**src/rtl/dcs_pkg.sv**
```systemverilog
`timescale 1ns/1ps
package dcs_pkg;
  typedef enum logic [2:0] {PH_IDLE, PH_CONV, PH_ENTER, PH_READ, PH_EXIT} phase_t;
  typedef enum logic [2:0] {FS_IDLE, FS_LEAD, FS_LOW, FS_HIGH, FS_TAIL, FS_GAP} fstate_t;
endpackage

```
**src/rtl/dcs_tick.sv**
```systemverilog
`timescale 1ns/1ps
module dcs_tick #(
  parameter int DIV_W = 8
) (
  input  logic             clk,
  input  logic             rst_n,
  input  logic             run,
  input  logic [DIV_W-1:0] div,
  output logic             tick
);
  logic [DIV_W-1:0] cnt;

  assign tick = run && (cnt == div);

  always_ff @(posedge clk or negedge rst_n) begin
    if (!rst_n)           cnt <= '0;
    else if (!run || tick) cnt <= '0;
    else                  cnt <= cnt + 1'b1;
  end

  // the counter never passes the programmed limit
  a_r3_cnt_bound: assert property (@(posedge clk) disable iff (!rst_n)
    run |-> (cnt <= div));
endmodule

```
**src/rtl/dcs_frame.sv**
```systemverilog
`timescale 1ns/1ps
module dcs_frame import dcs_pkg::*; #(
  parameter int WORD_W = 16,
  parameter int CNT_W  = 5
) (
  input  logic              clk,
  input  logic              rst_n,
  input  logic              tick,
  input  logic              go,
  input  logic [CNT_W-1:0]  falls,
  input  logic [WORD_W-1:0] tx_word,
  input  logic              miso,
  output logic              sclk,
  output logic              cs_n,
  output logic              mosi,
  output logic [WORD_W-1:0] rx_word,
  output logic              fdone,
  output logic              active
);
  localparam logic [CNT_W-1:0] FULL = CNT_W'(WORD_W);

  fstate_t            fst;
  logic [CNT_W-1:0]   fcnt, falls_q;
  logic [WORD_W-1:0]  sh;

  assign active = (fst != FS_IDLE);

  always_ff @(posedge clk or negedge rst_n) begin
    if (!rst_n) begin
      fst     <= FS_IDLE;
      sclk    <= 1'b1;
      cs_n    <= 1'b1;
      mosi    <= 1'b0;
      rx_word <= '0;
      fdone   <= 1'b0;
      fcnt    <= '0;
      falls_q <= '0;
      sh      <= '0;
    end else begin
      fdone <= 1'b0;
      case (fst)
        FS_IDLE: if (go) begin
          cs_n    <= 1'b0;
          mosi    <= tx_word[WORD_W-1];
          sh      <= tx_word;
          falls_q <= falls;
          fcnt    <= '0;
          fst     <= FS_LEAD;
        end
        FS_LEAD, FS_HIGH: if (tick) begin
          if (fst == FS_HIGH && fcnt == falls_q) begin
            cs_n <= 1'b1;
            mosi <= 1'b0;
            fst  <= FS_GAP;
          end else begin
            sclk <= 1'b0;
            mosi <= sh[WORD_W-1];
            sh   <= {sh[WORD_W-2:0], 1'b0};
            fcnt <= fcnt + 1'b1;
            fst  <= FS_LOW;
          end
        end
        FS_LOW: if (tick) begin
          if (fcnt == falls_q && falls_q != FULL) begin
            cs_n <= 1'b1;
            mosi <= 1'b0;
            fst  <= FS_TAIL;
          end else begin
            sclk    <= 1'b1;
            rx_word <= {rx_word[WORD_W-2:0], miso};
            fst     <= FS_HIGH;
          end
        end
        FS_TAIL: if (tick) begin
          sclk <= 1'b1;
          fst  <= FS_GAP;
        end
        FS_GAP: if (tick) begin
          fdone <= 1'b1;
          fst   <= FS_IDLE;
        end
        default: fst <= FS_IDLE;
      endcase
    end
  end

  // chip-select rises only once the requested number of falling edges is out
  a_r2_frame_len: assert property (@(posedge clk) disable iff (!rst_n)
    $rose(cs_n) |-> (fcnt == falls_q));
  // data out moves only with a falling serial clock inside a frame
  a_r11_mosi_hold: assert property (@(posedge clk) disable iff (!rst_n)
    (!cs_n && $stable(cs_n) && !$fell(sclk)) |-> $stable(mosi));
  // an idle engine leaves the serial lines parked
  a_r1_idle_lines: assert property (@(posedge clk) disable iff (!rst_n)
    (fst == FS_IDLE) |-> (cs_n && sclk && !mosi));
endmodule

```
**src/rtl/dcs_cmd_order.sv**
```systemverilog
`timescale 1ns/1ps
module dcs_cmd_order import dcs_pkg::*; #(
  parameter int N_DEV  = 2,
  parameter int WORD_W = 16,
  parameter int IDX_W  = 1
) (
  input  logic              clk,
  input  logic              rst_n,
  input  logic              load,
  input  logic [N_DEV-1:0]  cmd_chan,
  input  phase_t            phase,
  input  logic [IDX_W-1:0]  idx,
  output logic [WORD_W-1:0] tx_word
);
  logic [N_DEV-1:0] bank;
  logic             sel_ch;

  function automatic logic [WORD_W-1:0] mk_cmd(input logic c);
    logic [WORD_W-1:0] w;
    w = '0;
    w[WORD_W-1] = c;
    w[WORD_W-2] = ~c;
    return w;
  endfunction

  always_ff @(posedge clk or negedge rst_n) begin
    if (!rst_n)    bank <= '0;
    else if (load) bank <= cmd_chan;
  end

  // read frame j (j>=1) targets device N_DEV-j
  always_comb begin
    sel_ch = 1'b0;
    for (int d = 0; d < N_DEV; d++)
      if (int'(idx) + d == N_DEV) sel_ch = bank[d];
  end

  always_comb begin
    case (phase)
      PH_READ: tx_word = (idx == '0) ? mk_cmd(1'b0) : mk_cmd(sel_ch);
      PH_EXIT: tx_word = mk_cmd(bank[0]);
      default: tx_word = '0;
    endcase
  end
endmodule

```
**src/rtl/dcs_result_store.sv**
```systemverilog
`timescale 1ns/1ps
module dcs_result_store #(
  parameter int N_DEV  = 2,
  parameter int WORD_W = 16,
  parameter int DATA_W = 13,
  parameter int IDX_W  = 1
) (
  input  logic                    clk,
  input  logic                    rst_n,
  input  logic                    wr,
  input  logic [IDX_W-1:0]        idx,
  input  logic [WORD_W-1:0]       rx_word,
  input  logic                    publish,
  output logic [N_DEV-1:0]        res_chan,
  output logic [N_DEV*DATA_W-1:0] res_data,
  output logic [N_DEV-1:0]        res_ok
);
  logic [N_DEV-1:0]  wr_sel;
  logic [N_DEV-1:0]  stg_chan, stg_ok;
  logic [DATA_W-1:0] stg_data [N_DEV];
  logic [DATA_W-1:0] pub_data [N_DEV];

  for (genvar d = 0; d < N_DEV; d++) begin : g_slot
    // results arrive last device first
    assign wr_sel[d] = wr && (idx == IDX_W'(N_DEV-1-d));

    always_ff @(posedge clk or negedge rst_n) begin
      if (!rst_n) begin
        stg_chan[d] <= 1'b0;
        stg_ok[d]   <= 1'b0;
        stg_data[d] <= '0;
        res_chan[d] <= 1'b0;
        res_ok[d]   <= 1'b0;
        pub_data[d] <= '0;
      end else begin
        if (wr_sel[d]) begin
          stg_chan[d] <= rx_word[WORD_W-3];
          stg_ok[d]   <= (rx_word[WORD_W-1:WORD_W-2] == 2'b00);
          stg_data[d] <= rx_word[DATA_W-1:0];
        end
        if (publish) begin
          res_chan[d] <= stg_chan[d];
          res_ok[d]   <= stg_ok[d];
          pub_data[d] <= stg_data[d];
        end
      end
    end

    assign res_data[d*DATA_W +: DATA_W] = pub_data[d];
  end

  // a returned word lands in at most one slot
  a_r7_one_slot: assert property (@(posedge clk) disable iff (!rst_n)
    $onehot0(wr_sel));
endmodule

```
**src/rtl/dchain_adc_seq.sv**
```systemverilog
`timescale 1ns/1ps
module dchain_adc_seq import dcs_pkg::*; #(
  parameter int N_DEV       = 2,
  parameter int WORD_W      = 16,
  parameter int DIV_W       = 8,
  parameter int ENTER_FALLS = 11,
  parameter int EXIT_FALLS  = 12
) (
  input  logic                           clk,
  input  logic                           rst_n,
  input  logic                           start,
  input  logic [DIV_W-1:0]               clk_div,
  input  logic [N_DEV-1:0]               cmd_chan,
  output logic                           busy,
  output logic                           done,
  output logic [N_DEV-1:0]               res_chan,
  output logic [N_DEV*(WORD_W-3)-1:0]    res_data,
  output logic [N_DEV-1:0]               res_ok,
  output logic                           sclk,
  output logic                           cs_n,
  output logic                           mosi,
  input  logic                           miso
);
  localparam int DATA_W = WORD_W - 3;
  localparam int CNT_W  = $clog2(WORD_W + 1);
  localparam int IDX_W  = (N_DEV > 1) ? $clog2(N_DEV) : 1;
  localparam logic [IDX_W-1:0] LAST_IDX = IDX_W'(N_DEV - 1);

  phase_t            phase;
  logic [IDX_W-1:0]  idx;
  logic              go, tick, active, fdone, load;
  logic [WORD_W-1:0] tx_word, rx_word;
  logic [CNT_W-1:0]  falls;

  assign load = start && (phase == PH_IDLE);

  always_comb begin
    case (phase)
      PH_ENTER: falls = CNT_W'(ENTER_FALLS);
      PH_EXIT:  falls = CNT_W'(EXIT_FALLS);
      default:  falls = CNT_W'(WORD_W);
    endcase
  end

  always_ff @(posedge clk or negedge rst_n) begin
    if (!rst_n) begin
      phase <= PH_IDLE;
      idx   <= '0;
      go    <= 1'b0;
      busy  <= 1'b0;
      done  <= 1'b0;
    end else begin
      go   <= 1'b0;
      done <= 1'b0;
      if (load) begin
        phase <= PH_CONV;
        idx   <= '0;
        busy  <= 1'b1;
        go    <= 1'b1;
      end else if (fdone) begin
        case (phase)
          PH_CONV:  begin phase <= PH_ENTER; go <= 1'b1; end
          PH_ENTER: begin phase <= PH_READ; idx <= '0; go <= 1'b1; end
          PH_READ: begin
            if (idx == LAST_IDX) phase <= PH_EXIT;
            else                 idx   <= idx + 1'b1;
            go <= 1'b1;
          end
          PH_EXIT: begin
            phase <= PH_IDLE;
            busy  <= 1'b0;
            done  <= 1'b1;
          end
          default: phase <= PH_IDLE;
        endcase
      end
    end
  end

  dcs_tick #(.DIV_W(DIV_W)) u_tick (
    .clk(clk), .rst_n(rst_n), .run(active), .div(clk_div), .tick(tick)
  );

  dcs_cmd_order #(.N_DEV(N_DEV), .WORD_W(WORD_W), .IDX_W(IDX_W)) u_cmd (
    .clk(clk), .rst_n(rst_n), .load(load), .cmd_chan(cmd_chan),
    .phase(phase), .idx(idx), .tx_word(tx_word)
  );

  dcs_frame #(.WORD_W(WORD_W), .CNT_W(CNT_W)) u_frame (
    .clk(clk), .rst_n(rst_n), .tick(tick), .go(go), .falls(falls),
    .tx_word(tx_word), .miso(miso), .sclk(sclk), .cs_n(cs_n), .mosi(mosi),
    .rx_word(rx_word), .fdone(fdone), .active(active)
  );

  dcs_result_store #(.N_DEV(N_DEV), .WORD_W(WORD_W), .DATA_W(DATA_W), .IDX_W(IDX_W)) u_store (
    .clk(clk), .rst_n(rst_n), .wr(fdone && phase == PH_READ), .idx(idx),
    .rx_word(rx_word), .publish(fdone && phase == PH_EXIT),
    .res_chan(res_chan), .res_data(res_data), .res_ok(res_ok)
  );

  // done lasts a single cycle
  a_r8_done_single: assert property (@(posedge clk) disable iff (!rst_n)
    done |=> !done);
  // busy only drops together with done
  a_r8_busy_to_done: assert property (@(posedge clk) disable iff (!rst_n)
    $fell(busy) |-> done);
  // nothing but the exit frame ends a running schedule
  a_r9_busy_holds: assert property (@(posedge clk) disable iff (!rst_n)
    (busy && phase != PH_EXIT) |=> busy);
  // read-frame words keep the chain shifting
  a_r4_stay_bits: assert property (@(posedge clk) disable iff (!rst_n)
    (phase == PH_READ) |-> (tx_word[WORD_W-1] != tx_word[WORD_W-2]));
endmodule

```
**config.mk**
```make
export PLATFORM = sky130hd
export DESIGN_NAME = dchain_adc_seq
export DESIGN_NICKNAME = d
export VERILOG_FILES = /design/src/rtl/dcs_pkg.sv /design/src/rtl/dcs_tick.sv /design/src/rtl/dcs_frame.sv /design/src/rtl/dcs_cmd_order.sv /design/src/rtl/dcs_result_store.sv /design/src/rtl/dchain_adc_seq.sv
export SDC_FILE = /design/constraint.sdc
export NUM_CORES = 1
export LEC_CHECK = 0
export BUFFER_PORTS_ARGS = -buffer_cell sky130_fd_sc_hd__clkbuf_2
export CAP_MARGIN = 20
export CORE_ASPECT_RATIO = 0.6
export CORE_UTILIZATION = 50
export DETAILED_ROUTE_END_ITERATION = 16
export PLACE_DENSITY = 0.8
export SYNTH_ARGS = -nofsm -noshare
export SYNTH_HDL_FRONTEND = slang
export SYNTH_SLANG_ARGS = --single-unit
```
**constraint.sdc**
```tcl
create_clock -name clk -period 2.7 [get_ports clk]
set_input_delay 0.135 -clock clk [delete_from_list [all_inputs] [get_ports clk]]
set_output_delay 0.135 -clock clk [all_outputs]
set_load 0.05 [all_outputs]
```
==> flow_summary.yaml, run 1 <==
worst_setup_path:
  start_kind: "flop"
  required_ns: 2.93
  setup.worst_path.class: "reg -> reg"
  cp.arrival_ns: 2.41
  crit_path_max_fanout: 16
  worstSetupEndpointType: "flop"
global_routing:
  gr-total-overflow: 0
  antenna_found_initial: 0
  grt_max_degree: 63
  grt_pass1_vias: 2920
  grt_pass1_wl_um: 15200
  grt_usage_pct: 20.0
drt:
  vias_per_cell: 5.47
  drc: 0
  ant_nets: 0
  vias: 2953
  firstDrtPassIters: 4
  finalWirelength_um: 9060
  wire_per_inst_um: 16.8
  drt-initial-drc-count: 174
timing:
  setup_viol: 0
  tightest_slew_ns: 0.656
  fmax_mhz: 459
  tns_ns: 0
  maxSlewHeadroom_pct: 56.3
  hold_viol_final: 0
  fin_worst_skew_ns: 0.0103
  rsz0062_at_grt: "false"
  final_max_slew_viol_count: 0
  period_share_pct: 80.7
  fin_crit_ns: 2.18
clock_network:
  clock_sinks: 111
  htree_levels: 3
  clkLatencyLatePin_ns: 0.35
  cts_root_buf: "clkbuf_16"
  cts_tree: "built"
  cts.path.max_buffers: 2
  clk_transition_reported_paths_ns: 0.07
  cts_resized: 0
  cts_buffers: 9
run_status:
  status: "finished, final reports clean"
die:
  die_area_mm2: 0.0100
  pin_count: 49
  die_w_um: 128
  row_count: 27
  die_h_um: 77.8
  core_area_mm2: 0.00922
  start_util_pct: 52.0
synthesis:
  ys_types: 55
  synth_warnings: 0
  postSynthCellCount: 358
  synth.avg_cell_area_um2: 13.4
  synth_seq_cells: 111
  yosysSeqAreaShare_pct: 58.0
  syn-num-nets: 374
  synth_edf_count: 0
  syn_area_mm2: 0.00479
  async_flop_share_pct: 100
  synth_ff_type: "dfrtp_1"
layout:
  final_cell_mix: "109 x dfrtp_1, 70 x mux2_2, 47 x clkbuf_2"
  final_common_cell: "dfrtp_1"
  finalNetCount: 421
  instances_no_fill: 540
  synthToLayoutAreaGrowth_pct: 14.3
  drive_gt1_share_pct: 39.5
  n_antenna_cell: 0
placement:
  port_buffers: 48
  dp_hpwl_um: 6150
  routabilityCongestion: 0.895
  dp.cells: 523
power:
  p_leak_nw: 2.71
  powerDensity_mw_per_mm2: 685
  peakVddDrop_mv: 0.532
worst_hold_path:
  hold_path_class: "in -> reg"
flow_run:
  max-cap-violations: 0
==> power breakdown <==
group | switching (W) | total [W] | internal, W | leakage (nW)
logic | 0.000265 | 0.000449 | 0.000183 | 1.07
registers | 0.000153 | 0.00191 | 0.00176 | 1.49
clock network | 0.000577 | 0.00139 | 0.000814 | 0.142
==> state kept, by name, indices dropped and copies added, names as in the netlist, 3 cells and up <==
signal / cells
phase: 3
u_frame.falls_q: 4
u_frame.fcnt: 5
u_frame.fst: 3
u_frame.rx_word: 16
u_store.res_data: 26
u_store.stg_data: 26
u_tick.cnt: 8
==> through the flow <==
stage                     worst slack, ns  util (%)  hold slack, ns  area (um2)  power [W]
final                               0.522      59.4          0.0211        5480    0.00375
after global routing                0.406      59.4          0.0300        5480    0.00392
after CTS                           0.533      59.4          0.0139        5480    0.00378
after detailed placement            0.536      55.9           0.202        5150    0.00239
after global placement              0.597      55.9           0.200        5150    0.00236
after floorplan                     0.746         -          -0.161        4790    0.00225
==> critical path: stages, from the launching register on <==
cell      delay (ns)
dfrtp_1         0.43
or3_4           0.39
a211oi_4        0.36
nand3_2         0.17
nand4_4         0.32
mux2_2          0.38
==> cell families (layout without fill, tap and decap cells) <==
group,count (synthesis),after routing,share of synthesized area (%)
adder cells (fa/ha/maj),2,2,0.522
buffers and inverters,24,76,2.45
flip-flops,111,111,58.0
AO/OA/AOI/OAI,43,43,6.32
multiplexers,81,81,19.8
AND/OR/NAND/NOR,79,79,9.63
XOR/XNOR,18,18,3.29
==> layout make-up <==
class	instances	area [um2]
clock buffer	11	233
clock inverter	5	82.6
fill	745	3740
inverter	6	22.5
multi-input combinational	223	1900
sequential	111	2780
tap	130	163
timing repair buffer	54	303
==> layer usage <==
metal | track usage [%] | vias to the layer above | share of wire (%)
met2 | 27.6 | 81 | 43
li1 | - | 1373 | -
met1 | 30.5 | 1490 | 50
met4 | 6.71 | 0 | 1.1
met5 | 0 | - | 0
met3 | 4.90 | 9 | 5.6
==> what timing repair did <==
action                    CTS  global route
hold buffers                1             0
buffers inserted            0             0
hold endpoints to repair   47             0
==> worst paths after layout <==
kind	from	end	slack, ns	cells past startpoint
max in group asynchronous	rst_n	u_store.stg_ok[0]	1.56	3
min in group asynchronous	rst_n	u_tick.cnt[2]	0.37	2
worst max-delay path	u_frame.fcnt[0]	u_frame.rx_word[5]	0.52	5
worst min register to register	u_store.stg_chan[1]	u_store.res_chan[1]	0.50	1
worst max register to register	u_frame.fcnt[0]	u_frame.rx_word[5]	0.52	5
worst min-delay path	cmd_chan[1]	u_cmd.bank[1]	0.02	2
==> cells in the mapped netlist (2+ instances only) <==
library cell / n / area share, %
xnor2_1: 11 / 2.0
o21a_1: 2 / 0.31
xor2_1: 7 / 1.3
mux2_2: 70 / 16
a21o_1: 3 / 0.47
and3_1: 5 / 0.65
inv_1: 6 / 0.47
buf_2: 6 / 0.63
mux2_4: 10 / 3.1
nor2_1: 18 / 1.4
o31ai_1: 2 / 0.31
a211oi_1: 2 / 0.31
nand3_1: 14 / 1.5
nand3_2: 2 / 0.42
dfstp_2: 2 / 1.1
clkbuf_1: 10 / 0.78
o211ai_1: 2 / 0.31
dfrtp_1: 109 / 57
nand4_1: 3 / 0.39
o21ai_0: 8 / 0.84
nor3_1: 5 / 0.52
o22ai_1: 2 / 0.26
nand2_1: 15 / 1.2
a221o_1: 2 / 0.42
ha_1: 2 / 0.52
nor4_1: 2 / 0.26
a21oi_1: 7 / 0.73
a31oi_1: 4 / 0.52
No activity file was read; power rests on OpenSTA's default activity.
==> run 2, diff against run 1 <==
--- a/config.mk
+++ b/config.mk
@@ -5,6 +5,7 @@
 export SDC_FILE = /design/constraint.sdc
 export NUM_CORES = 1
 export LEC_CHECK = 0
+export ABC_AREA = 1
 export BUFFER_PORTS_ARGS = -buffer_cell sky130_fd_sc_hd__clkbuf_2
 export CAP_MARGIN = 20
 export CORE_ASPECT_RATIO = 0.6
==> constraint.sdc (replaced) <==
create_clock -name clk -period 2.27 [get_ports clk]
set_input_delay 0.1135 -clock clk [delete_from_list [all_inputs] [get_ports clk]]
set_output_delay 0.1135 -clock clk [all_outputs]
set_load 0.05 [all_outputs]
==> run 2 against run 1 <==
Count of clock-buffer cells in the layout stayed put. Total power is 19% higher. First-iteration DRC count is 50% higher. Worst setup slack worse by 0.19 ns. Sequential power is 13% higher. Global-route usage is 1.2 points higher. Sequential cell count stayed put. Via count is 24% higher. Routed wire length is 3.8% higher. Synthesized cell count is 52% higher. Critical path type unchanged. Area after synthesis is 0.60% lower.
==> flow_summary.yaml, run 2 <==
run_status:
  status: "finished, final reports clean"
timing:
  fmax_mhz: 517
  tns_ns: 0
  final_max_slew_viol_count: 0
  setup_viol: 0
  fin_worst_skew_ns: 0.00816
  fin_crit_ns: 1.93
  hold_viol_final: 0
  tightest_slew_ns: 0.719
  rsz0062_at_grt: "false"
  period_share_pct: 85.2
  maxSlewHeadroom_pct: 51.9
die:
  pin_count: 49
  start_util_pct: 51.7
  die_h_um: 77.6
  die_w_um: 128
  row_count: 27
  core_area_mm2: 0.00922
  die_area_mm2: 0.00994
synthesis:
  synth_top_cell_area_share_pct: 57.2
  yosys.area.top_type: "dfrtp_1"
  synth_warnings: 0
  synth_common_cells: "208 x nand2_1, 109 x dfrtp_1, 48 x inv_1, 33 x o21ai_0, 28 x nor2_1"
  async_flop_share_pct: 100
  synth_seq_cells: 111
  ys_top_cells_by_area: "dfrtp_1 57%, nand2_1 16%, inv_1 3.8%"
  syn_area_mm2: 0.00476
  synth_most_common_cell: "nand2_1"
  syn-num-nets: 561
  synth_ff_type: "dfrtp_1"
  yosysSeqAreaShare_pct: 58.4
  postSynthCellCount: 545
  ys_types: 34
  synth_edf_count: 0
  synth.avg_cell_area_um2: 8.74
power:
  p_switching_w: 0.00137
  swShare_pct: 30.7
  peakVddDrop_mv: 0.533
  power_frac_clock_pct: 33.7
  powerDensity_mw_per_mm2: 817
  p_int_w: 0.00310
  pwr-share-seq_pct: 48.4
  comb_power_share_pct: 17.9
  p_leak_nw: 2.80
drt:
  finalWirelength_um: 9410
  drt-initial-drc-count: 261
  firstDrtPassIters: 5
  vias: 3673
  drc: 0
  ant_nets: 0
  wire_per_inst_um: 12.8
  vias_per_cell: 4.99
layout:
  final_cell_mix: "208 x nand2_1, 109 x dfrtp_1, 48 x inv_1"
  drive_gt1_share_pct: 15.7
  final_common_cell: "nand2_1"
  instances_no_fill: 736
  n_antenna_cell: 0
  finalInstanceArea_mm2: 0.00547
  finalNetCount: 617
  synthToLayoutAreaGrowth_pct: 14.8
  fillCellCount: 803
global_routing:
  grt_usage_pct: 21.2
  antenna_found_initial: 0
  grt_pass1_vias: 3453
  grt_pass1_wl_um: 16500
  gr-total-overflow: 0
  grt_max_degree: 43
  grt_use_met2_pct: 31.1
  grt_use_met1_pct: 31.5
  grt.met3_usage_pct: 5.79
  busiest_layer: "met1"
worst_setup_path:
  slowest_stage: "nand4_2"
  start_kind: "flop"
  cpPeakStageDelay_ns: 0.59
  crit_top_cell: "nand2_1"
  crit_path_max_fanout: 32
  critPathTopFamily: "simple AND/OR/NAND/NOR gates"
  worstSetupEndpointType: "flop"
  setup.worst_path.class: "reg -> reg"
  crit_chain: "inv_1, nand2_1, nand2_1, nand2_1, nor2_1, nand4_2, nand2_1, o21ai_1"
  worst-path-buf-inv: 1
  required_ns: 2.49
  cp.arrival_ns: 2.15
clock_network:
  cts_root_buf: "clkbuf_16"
  clkLatencyLatePin_ns: 0.35
  cts_tree: "built"
  cts.path.max_buffers: 2
  clk_transition_reported_paths_ns: 0.07
  clock_sinks: 111
  cts_buffers: 9
  htree_levels: 3
placement:
  port_buffers: 48
  dp_hpwl_um: 6750
  routabilityCongestion: 0.883
  dpl-instance-area_mm2: 0.00514
  dp.cells: 716
worst_hold_path:
  hold_path_class: "in -> reg"
flow_run:
  max-cap-violations: 0
-- run 2: changes by cell type after synthesis, sizes merged, moves of 8 or more --
cell    delta
clkbuf     -8
inv       +50
mux2      -80
nand2    +197
nor2      +17
o21ai     +52
-- run 2: through the flow --
| stage | setup slack [ns] | hold slack, ns | utilization [%] | power [W] |
|---|---|---|---|---|
| final | 0.337 | 0.114 | 59.3 | 0.00447 |
| after global routing | 0.134 | 0.144 | 59.3 | 0.00469 |
| after CTS | 0.338 | 0.118 | 59.3 | 0.00449 |
| after detailed placement | 0.353 | 0.129 | 55.8 | 0.00299 |
| after global placement | 0.472 | 0.121 | 55.8 | 0.00297 |
| after floorplan | 0.876 | -0.182 | - | 0.00278 |
-- run 2: kinds of logic after synthesis --
| family | share of synthesized area (%) |
|---|---|
| buffers and inverters | 5.78 |
| DFF | 58.4 |
| adders and majority gates | 0.525 |
| and+or+nand+nor | 25.6 |
| AOI/OAI and AO/OA | 8.32 |
| xor gates and xnor gates | 1.47 |
-- run 2: timing repair --
action                                 4_1_cts  5_1_grt
buffers inserted                             0        0
hold buffers                                 4        0
endpoints found under the hold margin       41        0
resized for setup                            0        0
-- run 2: final timing paths --
check | from | slack [ns] | cells after the start | to
setup / recovery | u_tick.cnt[1] | 0.34 | 8 | u_frame.rx_word[10]
hold / removal | start | 0.11 | 3 | busy
setup reg to reg | u_tick.cnt[1] | 0.34 | 8 | u_frame.rx_word[10]
hold reg to reg | u_frame.cs_n | 0.46 | 2 | u_frame.cs_n
max in group asynchronous | rst_n | 1.25 | 3 | u_frame.cs_n
min in group asynchronous | rst_n | 0.28 | 2 | u_store.res_data[16]
-- run 2: power groups by stage --
| stage | Combinational, W | Clock (W) | Sequential [W] |
|---|---|---|---|
| floorplan | 0.000576 | 0 | 0.00220 |
| CTS | 0.000802 | 0.00153 | 0.00216 |
| global route | 0.000903 | 0.00161 | 0.00218 |
| detailed placement | 0.000793 | 0 | 0.00220 |
| finish | 0.000800 | 0.00150 | 0.00216 |
| global placement | 0.000773 | 0 | 0.00219 |
-- run 2: area by class of cell --
type                       count  area [um2]  share of cell area, %
inverter                      56         213                   3.89
timing repair buffer          57         320                   5.86
clock buffer                  11         243                   4.44
tap                          130         163                   2.97
sequential                   111        2780                   50.8
multi-input combinational    366        1710                   31.3
clock inverter                 5        41.3                  0.755
-- run 2: worst min-delay path, delay by kind of cell --
| kind | cells | cell delay [ns] |
|---|---|---|
| AND/OR/NAND/NOR | 2 | 0.22 |
| buffers and inverters | 1 | 0.08 |
-- run 2: routing by layer --
| metal | vias up | share of wire (%) |
|---|---|---|
| met5 | - | 0 |
| met4 | 0 | 1.1 |
| met3 | 7 | 3.9 |
| met2 | 73 | 43 |
| met1 | 1763 | 52 |
| li1 | 1830 | - |
